$ cat config.mk
export PLATFORM = sky130hd
export DESIGN_NAME = qenc_channel
export DESIGN_NICKNAME = d
export VERILOG_FILES = /design/src/rtl/qenc_pkg.sv /design/src/rtl/qenc_sampler.sv /design/src/rtl/qenc_core.sv /design/src/rtl/qenc_regfile.sv /design/src/rtl/qenc_channel.sv
export SDC_FILE = /design/constraint.sdc
export NUM_CORES = 1
export LEC_CHECK = 0
export BUFFER_PORTS_ARGS = -buffer_cell sky130_fd_sc_hd__clkbuf_2
export CAP_MARGIN = 20
export CORE_ASPECT_RATIO = 0.9
export CORE_UTILIZATION = 62
export DETAILED_ROUTE_END_ITERATION = 8
export PLACE_DENSITY_LB_ADDON = 0.05
export SYNTH_ARGS = -nofsm -noshare
export SYNTH_HDL_FRONTEND = slang
export SYNTH_SLANG_ARGS = --single-unit
$ cat constraint.sdc
create_clock -name clk -period 11.55 [get_ports clk]
set_input_delay 2.31 -clock clk [delete_from_list [all_inputs] [get_ports clk]]
set_output_delay 2.31 -clock clk [all_outputs]
set_load 0.02 [all_outputs]
$ cat src/rtl/qenc_pkg.sv
package qenc_pkg;

    typedef enum logic [1:0] {
        FN_PDIR = 2'd0,
        FN_X1   = 2'd1,
        FN_X2   = 2'd2,
        FN_X4   = 2'd3
    } func_e;

    typedef enum logic [1:0] {
        CM_NORMAL = 2'd0,
        CM_RANGE  = 2'd1,
        CM_NONREC = 2'd2,
        CM_MODN   = 2'd3
    } cmode_e;

    typedef enum logic [1:0] {
        EV_CARRY = 2'd0,
        EV_MATCH = 2'd1,
        EV_WRAP  = 2'd2,
        EV_INDEX = 2'd3
    } evsrc_e;

    // command word targets (bits [7:5])
    localparam logic [2:0] TG_MODE   = 3'd0;
    localparam logic [2:0] TG_ACTION = 3'd1;
    localparam logic [2:0] TG_IOCTL  = 3'd2;
    localparam logic [2:0] TG_IDXCTL = 3'd3;

    // action command bit positions
    localparam int ACT_BP_CLR = 0;
    localparam int ACT_XFER   = 1;
    localparam int ACT_SNAP   = 2;
    localparam int ACT_PSC    = 3;
    localparam int ACT_CLEAR  = 4;

    typedef struct packed {
        func_e  func;
        cmode_e cmode;
        logic   ab_en;
        logic   idx_ld_n;
        evsrc_e evsrc;
        logic   idx_sync;
        logic   idx_pol;
    } cfg_t;

    typedef struct packed {
        logic step;
        logic up;
        logic idx;
    } motion_t;

    // forward in x4 when the new A differs from the old B
    function automatic logic quad_up(input logic a_now, input logic b_old);
        return a_now ^ b_old;
    endfunction

endpackage

$ cat src/rtl/qenc_sampler.sv
module qenc_sampler
    import qenc_pkg::*;
#(
    parameter int PSC_W = 8
) (
    input  logic             clk,
    input  logic             rst,
    input  logic             enc_a,
    input  logic             enc_b,
    input  logic             enc_idx,
    input  logic [PSC_W-1:0] psc,
    input  logic             psc_load,
    input  func_e            func,
    input  logic             idx_sync,
    input  logic             idx_pol,
    output motion_t          mv
);
    localparam int IA = 2;
    localparam int IB = 1;
    localparam int II = 0;

    logic [2:0]       sy1, sy2, cur, prv;
    logic [PSC_W-1:0] div;
    logic             tick, fresh;

    assign tick = (div >= psc);

    always_ff @(posedge clk) begin
        if (rst) begin
            sy1   <= '0;
            sy2   <= '0;
            cur   <= '0;
            prv   <= '0;
            div   <= '0;
            fresh <= 1'b0;
        end else begin
            sy1 <= {enc_a, enc_b, enc_idx};
            sy2 <= sy1;
            if (psc_load || tick) div <= '0;
            else                  div <= div + 1'b1;
            if (tick) begin
                prv <= cur;
                cur <= sy2;
            end
            fresh <= tick && !psc_load;
        end
    end

    logic a_c, b_c, a_p, b_p, da, db;
    logic act_c, act_p, q_c, q_p;
    logic step_raw, up_raw;

    assign a_c = cur[IA];
    assign b_c = cur[IB];
    assign a_p = prv[IA];
    assign b_p = prv[IB];
    assign da  = a_c ^ a_p;
    assign db  = b_c ^ b_p;

    always_comb begin
        step_raw = 1'b0;
        up_raw   = 1'b0;
        unique case (func)
            FN_PDIR: begin
                step_raw = da & a_c;
                up_raw   = b_c;
            end
            FN_X1: begin
                up_raw   = a_c ^ b_c;
                step_raw = da & ~db & ~b_c;
            end
            FN_X2: begin
                up_raw   = a_c ^ b_c;
                step_raw = da & ~db;
            end
            FN_X4: begin
                up_raw   = quad_up(a_c, b_p);
                step_raw = da ^ db;
            end
            default: ;
        endcase
    end

    assign act_c = cur[II] ^ ~idx_pol;
    assign act_p = prv[II] ^ ~idx_pol;
    assign q_c   = act_c & (idx_sync ? (a_c & b_c) : 1'b1);
    assign q_p   = act_p & (idx_sync ? (a_p & b_p) : 1'b1);

    assign mv.step = fresh & step_raw;
    assign mv.up   = up_raw;
    assign mv.idx  = fresh & q_c & ~q_p;

endmodule

$ cat src/rtl/qenc_core.sv
module qenc_core
    import qenc_pkg::*;
#(
    parameter int CNT_W = 24
) (
    input  logic             clk,
    input  logic             rst,
    input  cmode_e           cmode,
    input  logic             ab_en,
    input  logic             idx_ld_n,
    input  evsrc_e           evsrc,
    input  motion_t          mv,
    input  logic [CNT_W-1:0] preset,
    input  logic             ld_preset,
    input  logic             clr,
    output logic [CNT_W-1:0] cnt,
    output logic             borrow_t,
    output logic             carry_t,
    output logic             dir,
    output logic             evt
);
    localparam logic [CNT_W-1:0] TOP = {CNT_W{1'b1}};

    logic             frozen, load_idx, counting, wrap_up, wrap_dn;
    logic [CNT_W-1:0] nxt;

    assign load_idx = mv.idx & ~idx_ld_n;
    assign counting = mv.step & ab_en & ~frozen & ~clr & ~ld_preset & ~load_idx;

    always_comb begin
        nxt     = cnt;
        wrap_up = 1'b0;
        wrap_dn = 1'b0;
        if (mv.up) begin
            unique case (cmode)
                CM_NORMAL, CM_NONREC: begin
                    if (cnt == TOP) begin nxt = '0; wrap_up = 1'b1; end
                    else nxt = cnt + 1'b1;
                end
                CM_RANGE: if (cnt < preset) nxt = cnt + 1'b1;
                CM_MODN: begin
                    if (cnt >= preset) begin nxt = '0; wrap_up = 1'b1; end
                    else nxt = cnt + 1'b1;
                end
                default: ;
            endcase
        end else begin
            unique case (cmode)
                CM_NORMAL, CM_NONREC: begin
                    if (cnt == '0) begin nxt = TOP; wrap_dn = 1'b1; end
                    else nxt = cnt - 1'b1;
                end
                CM_RANGE: if (cnt != '0) nxt = cnt - 1'b1;
                CM_MODN: begin
                    if (cnt == '0) begin nxt = preset; wrap_dn = 1'b1; end
                    else nxt = cnt - 1'b1;
                end
                default: ;
            endcase
        end
    end

    always_ff @(posedge clk) begin
        if (rst) begin
            cnt      <= '0;
            borrow_t <= 1'b0;
            carry_t  <= 1'b0;
            dir      <= 1'b1;
            frozen   <= 1'b0;
            evt      <= 1'b0;
        end else begin
            if (clr) begin
                cnt      <= '0;
                borrow_t <= 1'b0;
                carry_t  <= 1'b0;
                frozen   <= 1'b0;
            end else if (ld_preset || load_idx) begin
                cnt    <= preset;
                frozen <= 1'b0;
            end else if (counting) begin
                cnt      <= nxt;
                carry_t  <= carry_t ^ wrap_up;
                borrow_t <= borrow_t ^ wrap_dn;
                dir      <= mv.up;
                frozen   <= (cmode == CM_NONREC) && (wrap_up || wrap_dn);
            end
            unique case (evsrc)
                EV_CARRY: evt <= counting & wrap_up;
                EV_MATCH: evt <= counting & (nxt == preset) & (nxt != cnt);
                EV_WRAP:  evt <= counting & (wrap_up | wrap_dn);
                EV_INDEX: evt <= mv.idx;
                default:  evt <= 1'b0;
            endcase
        end
    end

    // normal-mode overflow returns to zero and flips the carry toggle
    a_r3_normal_wrap: assert property (@(posedge clk) disable iff (rst)
        (counting && cmode == CM_NORMAL && mv.up && cnt == TOP)
        |=> (cnt == '0 && carry_t != $past(carry_t)));

    // range-limit never passes the preset going up
    a_r8_range_hold: assert property (@(posedge clk) disable iff (rst)
        (counting && cmode == CM_RANGE && mv.up && cnt >= preset) |=> $stable(cnt));

    // a frozen non-recycle count only changes through a reload
    a_r9_frozen_stable: assert property (@(posedge clk) disable iff (rst)
        (frozen && !clr && !ld_preset && !load_idx) |=> $stable(cnt));

    // modulo-N underflow reloads the preset
    a_r10_modn_under: assert property (@(posedge clk) disable iff (rst)
        (counting && cmode == CM_MODN && !mv.up && cnt == '0) |=> (cnt == $past(preset)));

    // an enabled index event loads the preset
    a_r12_index_load: assert property (@(posedge clk) disable iff (rst)
        (load_idx && !clr) |=> (cnt == $past(preset)));

endmodule

$ cat src/rtl/qenc_regfile.sv
module qenc_regfile
    import qenc_pkg::*;
#(
    parameter int CNT_W = 24,
    parameter int PSC_W = 8
) (
    input  logic             clk,
    input  logic             rst,
    input  logic             bus_wr,
    input  logic             bus_rd,
    input  logic             bus_ctl,
    input  logic [7:0]       bus_wdata,
    output logic [7:0]       bus_rdata,
    input  logic [CNT_W-1:0] cnt,
    input  logic             borrow_t,
    input  logic             carry_t,
    input  logic             dir,
    output cfg_t             cfg,
    output logic [CNT_W-1:0] preset,
    output logic [PSC_W-1:0] psc,
    output logic             psc_load,
    output logic             ld_preset,
    output logic             clr
);
    localparam int NB   = CNT_W / 8;
    localparam int BP_W = (NB > 1) ? $clog2(NB) : 1;
    localparam logic [BP_W-1:0] BP_LAST = BP_W'(NB - 1);

    logic [NB-1:0][7:0] pre_b, snap_b;
    logic [BP_W-1:0]    bp;
    logic               wr_cmd, wr_dat, rd_dat, act;
    logic [2:0]         tgt;

    assign tgt    = bus_wdata[7:5];
    assign wr_cmd = bus_wr & bus_ctl;
    assign wr_dat = bus_wr & ~bus_ctl;
    assign rd_dat = bus_rd & ~bus_ctl;
    assign act    = wr_cmd && (tgt == TG_ACTION);

    assign ld_preset = act & bus_wdata[ACT_XFER];
    assign clr       = act & bus_wdata[ACT_CLEAR];
    assign psc_load  = act & bus_wdata[ACT_PSC];
    assign preset    = pre_b;

    always_ff @(posedge clk) begin
        if (rst) begin
            cfg    <= '{func: FN_PDIR, cmode: CM_NORMAL, ab_en: 1'b0, idx_ld_n: 1'b1,
                        evsrc: EV_CARRY, idx_sync: 1'b0, idx_pol: 1'b1};
            bp     <= '0;
            pre_b  <= '0;
            snap_b <= '0;
            psc    <= '0;
        end else if (wr_cmd) begin
            unique case (tgt)
                TG_MODE: begin
                    cfg.func  <= func_e'(bus_wdata[4:3]);
                    cfg.cmode <= cmode_e'(bus_wdata[2:1]);
                    if (bus_wdata[4:3] == 2'd0) cfg.idx_sync <= 1'b0;
                end
                TG_ACTION: begin
                    if (bus_wdata[ACT_BP_CLR]) bp <= '0;
                    if (bus_wdata[ACT_SNAP])   snap_b <= cnt;
                    if (bus_wdata[ACT_PSC])    psc <= pre_b[0][PSC_W-1:0];
                end
                TG_IOCTL: begin
                    cfg.ab_en    <= bus_wdata[0];
                    cfg.idx_ld_n <= bus_wdata[1];
                    cfg.evsrc    <= evsrc_e'(bus_wdata[4:3]);
                end
                TG_IDXCTL: begin
                    cfg.idx_sync <= bus_wdata[0] && (cfg.func != FN_PDIR);
                    cfg.idx_pol  <= bus_wdata[1];
                end
                default: ;
            endcase
        end else if (wr_dat) begin
            pre_b[bp] <= bus_wdata;
            if (bp != BP_LAST) bp <= bp + 1'b1;
        end else if (rd_dat) begin
            if (bp != BP_LAST) bp <= bp + 1'b1;
        end
    end

    assign bus_rdata = bus_ctl ? {5'b0, dir, carry_t, borrow_t} : snap_b[bp];

    // clearing the byte pointer takes effect on the next cycle
    a_r2_bp_clear: assert property (@(posedge clk) disable iff (rst)
        (act && bus_wdata[ACT_BP_CLR]) |=> (bp == '0));

    // synchronous index never coexists with pulse/direction
    a_r12_sync_quad: assert property (@(posedge clk) disable iff (rst)
        cfg.idx_sync |-> (cfg.func != FN_PDIR));

endmodule

$ cat src/rtl/qenc_channel.sv
module qenc_channel
    import qenc_pkg::*;
#(
    parameter int CNT_W = 24,
    parameter int PSC_W = 8
) (
    input  logic       clk,
    input  logic       rst,
    input  logic       enc_a,
    input  logic       enc_b,
    input  logic       enc_idx,
    input  logic       bus_wr,
    input  logic       bus_rd,
    input  logic       bus_ctl,
    input  logic [7:0] bus_wdata,
    output logic [7:0] bus_rdata,
    output logic       dir_o,
    output logic       ext_o,
    output logic       evt_o
);
    cfg_t             cfg;
    motion_t          mv;
    logic [CNT_W-1:0] cnt, preset;
    logic [PSC_W-1:0] psc;
    logic             psc_load, ld_preset, clr, borrow_t, carry_t;

    qenc_regfile #(.CNT_W(CNT_W), .PSC_W(PSC_W)) u_regs (
        .clk(clk), .rst(rst), .bus_wr(bus_wr), .bus_rd(bus_rd), .bus_ctl(bus_ctl),
        .bus_wdata(bus_wdata), .bus_rdata(bus_rdata), .cnt(cnt), .borrow_t(borrow_t),
        .carry_t(carry_t), .dir(dir_o), .cfg(cfg), .preset(preset), .psc(psc),
        .psc_load(psc_load), .ld_preset(ld_preset), .clr(clr)
    );

    qenc_sampler #(.PSC_W(PSC_W)) u_samp (
        .clk(clk), .rst(rst), .enc_a(enc_a), .enc_b(enc_b), .enc_idx(enc_idx),
        .psc(psc), .psc_load(psc_load), .func(cfg.func), .idx_sync(cfg.idx_sync),
        .idx_pol(cfg.idx_pol), .mv(mv)
    );

    qenc_core #(.CNT_W(CNT_W)) u_core (
        .clk(clk), .rst(rst), .cmode(cfg.cmode), .ab_en(cfg.ab_en),
        .idx_ld_n(cfg.idx_ld_n), .evsrc(cfg.evsrc), .mv(mv), .preset(preset),
        .ld_preset(ld_preset), .clr(clr), .cnt(cnt), .borrow_t(borrow_t),
        .carry_t(carry_t), .dir(dir_o), .evt(evt_o)
    );

    assign ext_o = borrow_t ^ carry_t;

endmodule

==> run_results.csv <==
group,metric,value,unit
run_status,outcome,"finished, violations left",
run_status,violations,"DRC",
cells_and_area,final_cell_mix,"nand2_1, a21oi_1, nor2_1",
clock_network,clkLatencyLatePin,0.42,ns
floorplanning,rows,42,
synthesis,synth_area,9340,sq um
grt,grtUsageMet1,66.6,%
sta,slew_viol_final,0,
critical_path,path_class,"reg -> reg",
clock_network,cts_setup_buffers,0,
floorplanning,dieWidth,131,um
synthesis,synth_ff_type,"dfxtp_1",
cells_and_area,fin_util,69.3,%
synthesis,ys_warn_count,0,
clock_network,cts_resized,0,
grt,grt_usage,53.3,%
sta,hold_viol,0,
floorplanning,start_util,63.4,%
sta,finalCriticalPeriod,5.41,ns
sta,worst_pin_slew,1.15,ns
critical_path,required,11.91,ns
critical_path,reg2reg_slack,6.14,ns
grt,use_met2,76.0,%
synthesis,syn_area_per_cell,7.08,sq um
grt,grt_remaining_overflow,0,
floorplanning,dieArea,15600,sq um
min_path,hp-class,"reg -> reg",
detailed_routing,vias_per_cell,7.65,
critical_path,arrival,5.77,ns
synthesis,ys_seq_elements,118,
clock_network,numCtsBuffers,17,
detailed_routing,vias,11500,
power_and_ir_drop,power,0.00113,W
sta,relSlewSlack,23.2,%
grt,antenna_found_initial,0,
place,dp_hpwl,29.3,mm
floorplanning,coreArea,14700,sq um
clock_network,hold_buffers,0,
flow_run,cap_violations,0,
grt,busiest_layer,"met2",
clock_network,cts_max_level,4,
grt,first_global_vias,10500,
synthesis,synth_nets,1375,
detailed_routing,drt-pass1-iter-count,9,
detailed_routing,post_drt_wl_per_cell,27.9,um
synthesis,synth_cells,1318,
synthesis,synthTopCellsByArea,"dfxtp_1, a21oi_1, nand2_1",
grt,grt_first_pass_wirelength,62.5,mm
sta,setup_tns,0,ns
cells_and_area,drive_gt1_share,8.64,%
clock_network,cts_max_path_buffers,2,
power_and_ir_drop,cellPowerDensity,111,nW/um^2
min_path,whs_endpoint,"u_samp.sy2[1]",
clock_network,root_buffer,"clkbuf_16",
cells_and_area,nNetsFinal,1352,
clock_network,cts_tree,"yes",
grt,grt_start_max_net_pins,87,
place,finalWeightedCongestion,1.07,
clock_network,clk_pin_slew,0.06,ns
critical_path,end_kind,"register",
sta,fin_skew,0.00950,ns
clock_network,cts.sinks,118,
detailed_routing,drt-initial-drc-count,2135,
sta,setup_violations,0,
synthesis,synth.top_cell.area_share,25.3,%
sta,rsz0062_at_grt,"no",
critical_path,startpoint_type,"register",
sta,fmax,0.185,GHz
synthesis,synth_largest_area_cell,"dfxtp_1",
cells_and_area,n_antenna_cell,0,
detailed_routing,routed_wl,42.1,mm
synthesis,async_flop_share,0,%
synthesis,synth_edf_count,0,
sta,fin_crit_sh,46.9,%
floorplanning,die_h,118,um
critical_path,r2r_cells,13,
grt,met3_usage,23.6,%
critical_path,r2r-end,"u_core.evt",
detailed_routing,drc,3,
place,port_buffers,26,
synthesis,synth.distinct_cells,81,
cells_and_area,syn2layout_area_growth,9.18,%
cells_and_area,mostFrequentLayoutCell,"nand2_1",
power_and_ir_drop,irDropWorstVdd,0.111,mV
detailed_routing,ant_nets,0,
critical_path,worstPathMaxFanout,12,
floorplanning,ioPinCount,27,
synthesis,ys_seq_area_share,25.3,%
critical_path,timing.rr.start,"u_core.cnt[17]",
sta,whs,0.443,ns
min_path,hold_depth,1,
power_and_ir_drop,p_leak,3.58,nW
min_path,worstHoldStart,"u_samp.sy1[1]",
==> registers in the layout, indices dropped and copies added (netlist names), 8 cells and up <==
signal / count
u_regs.preset: 24
u_regs.snap_b: 24
u_regs.psc: 8
u_samp.div: 8
u_regs.cfg: 10
u_core.cnt: 24
==> worst max-delay path: stages, from the launching register on <==
cell,delay (ns)
dfxtp_1,0.71
ha_1,0.35
a21oi_1,0.15
o21ai_0,0.11
a221oi_1,0.98
nand2_1,0.59
o21ai_0,0.46
buf_4,0.26
or3b_1,0.36
a31oi_1,0.37
xnor2_1,0.26
nor4_1,0.44
a41oi_1,0.17
nor2_1,0.13
==> cell usage after synthesis (6+ instances only) <==
cell       number
a311oi_1        7
nand3b_1        6
o221ai_1        6
nand2b_1        8
a211oi_1       35
xnor2_1        23
and3_1         10
or3_1          17
and2_1          7
nor2_1        119
xor2_1         13
o21a_1          8
a21o_1         12
a2111oi_0       7
o2111ai_1      10
nor3_1         28
ha_1           41
nand4_1        22
a221oi_1        7
or4_1          11
o21ai_1         7
nor2b_1        16
nand3_1        75
nand2_1       166
a31oi_1        10
inv_1          59
a211o_1         7
o211ai_1       27
dfxtp_1       118
a21oi_1       145
nor4_1         18
o21ai_0        48
mux2i_1        28
clkbuf_1       95
==> area by class of cell <==
type / instances / area (sq um)
clock inverter: 13 / 149
inverter: 61 / 229
timing repair buffer: 59 / 387
multi-input combinational: 1038 / 6370
fill: 1163 / 4520
tap: 198 / 248
sequential: 118 / 2360
clock buffer: 19 / 443
==> routing by layer <==
layer / up-vias / wire [um]
met5: - / 103
met4: 4 / 3030
met3: 331 / 7440
met2: 1199 / 16400
met1: 5203 / 15100
li1: 4789 / -
==> where the power goes <==
group / total [W] / switching [W] / internal [W]
logic: 0.000171 / 0.000123 / 0.0000481
registers: 0.000427 / 0.0000142 / 0.000413
clock network: 0.000536 / 0.000210 / 0.000326
==> worst max-delay path by stage <==
| stage | startpoint | end | slack, ns |
|---|---|---|---|
| floorplan | bus_ctl | bus_rdata[1] | 6.00 |
| global placement | bus_ctl | u_core.evt | 5.90 |
| detailed placement | bus_ctl | u_core.evt | 5.63 |
| CTS | bus_ctl | u_core.evt | 6.00 |
| global route | bus_ctl | bus_rdata[0] | 6.06 |
| finish | u_core.cnt[17] | u_core.evt | 6.14 |
==> metrics by stage <==
stage          instances  area [sq um]  setup WS, ns
2_1_floorplan       1318          9340          6.00
3_3_place_gp        1471          9570          5.90
3_5_place_dp        1472          9580          5.63
4_1_cts             1504         10200          6.00
5_1_grt             1506         10200          6.06
6_report            1506         10200          6.14
==> kinds of logic (layout without fill, tap and decap cells) <==
logic type,Yosys count,count (layout),share of synthesized area (%)
DFF,118,118,25.3
and+or+nand+nor,529,529,27.3
buffers and inverters,162,152,6.63
AOI/OAI and AO/OA,399,399,28.3
xor gates and xnor gates,36,36,3.38
adders and majority gates,41,41,5.50
muxes,33,33,3.61
(Power assumes the default switching activity.)
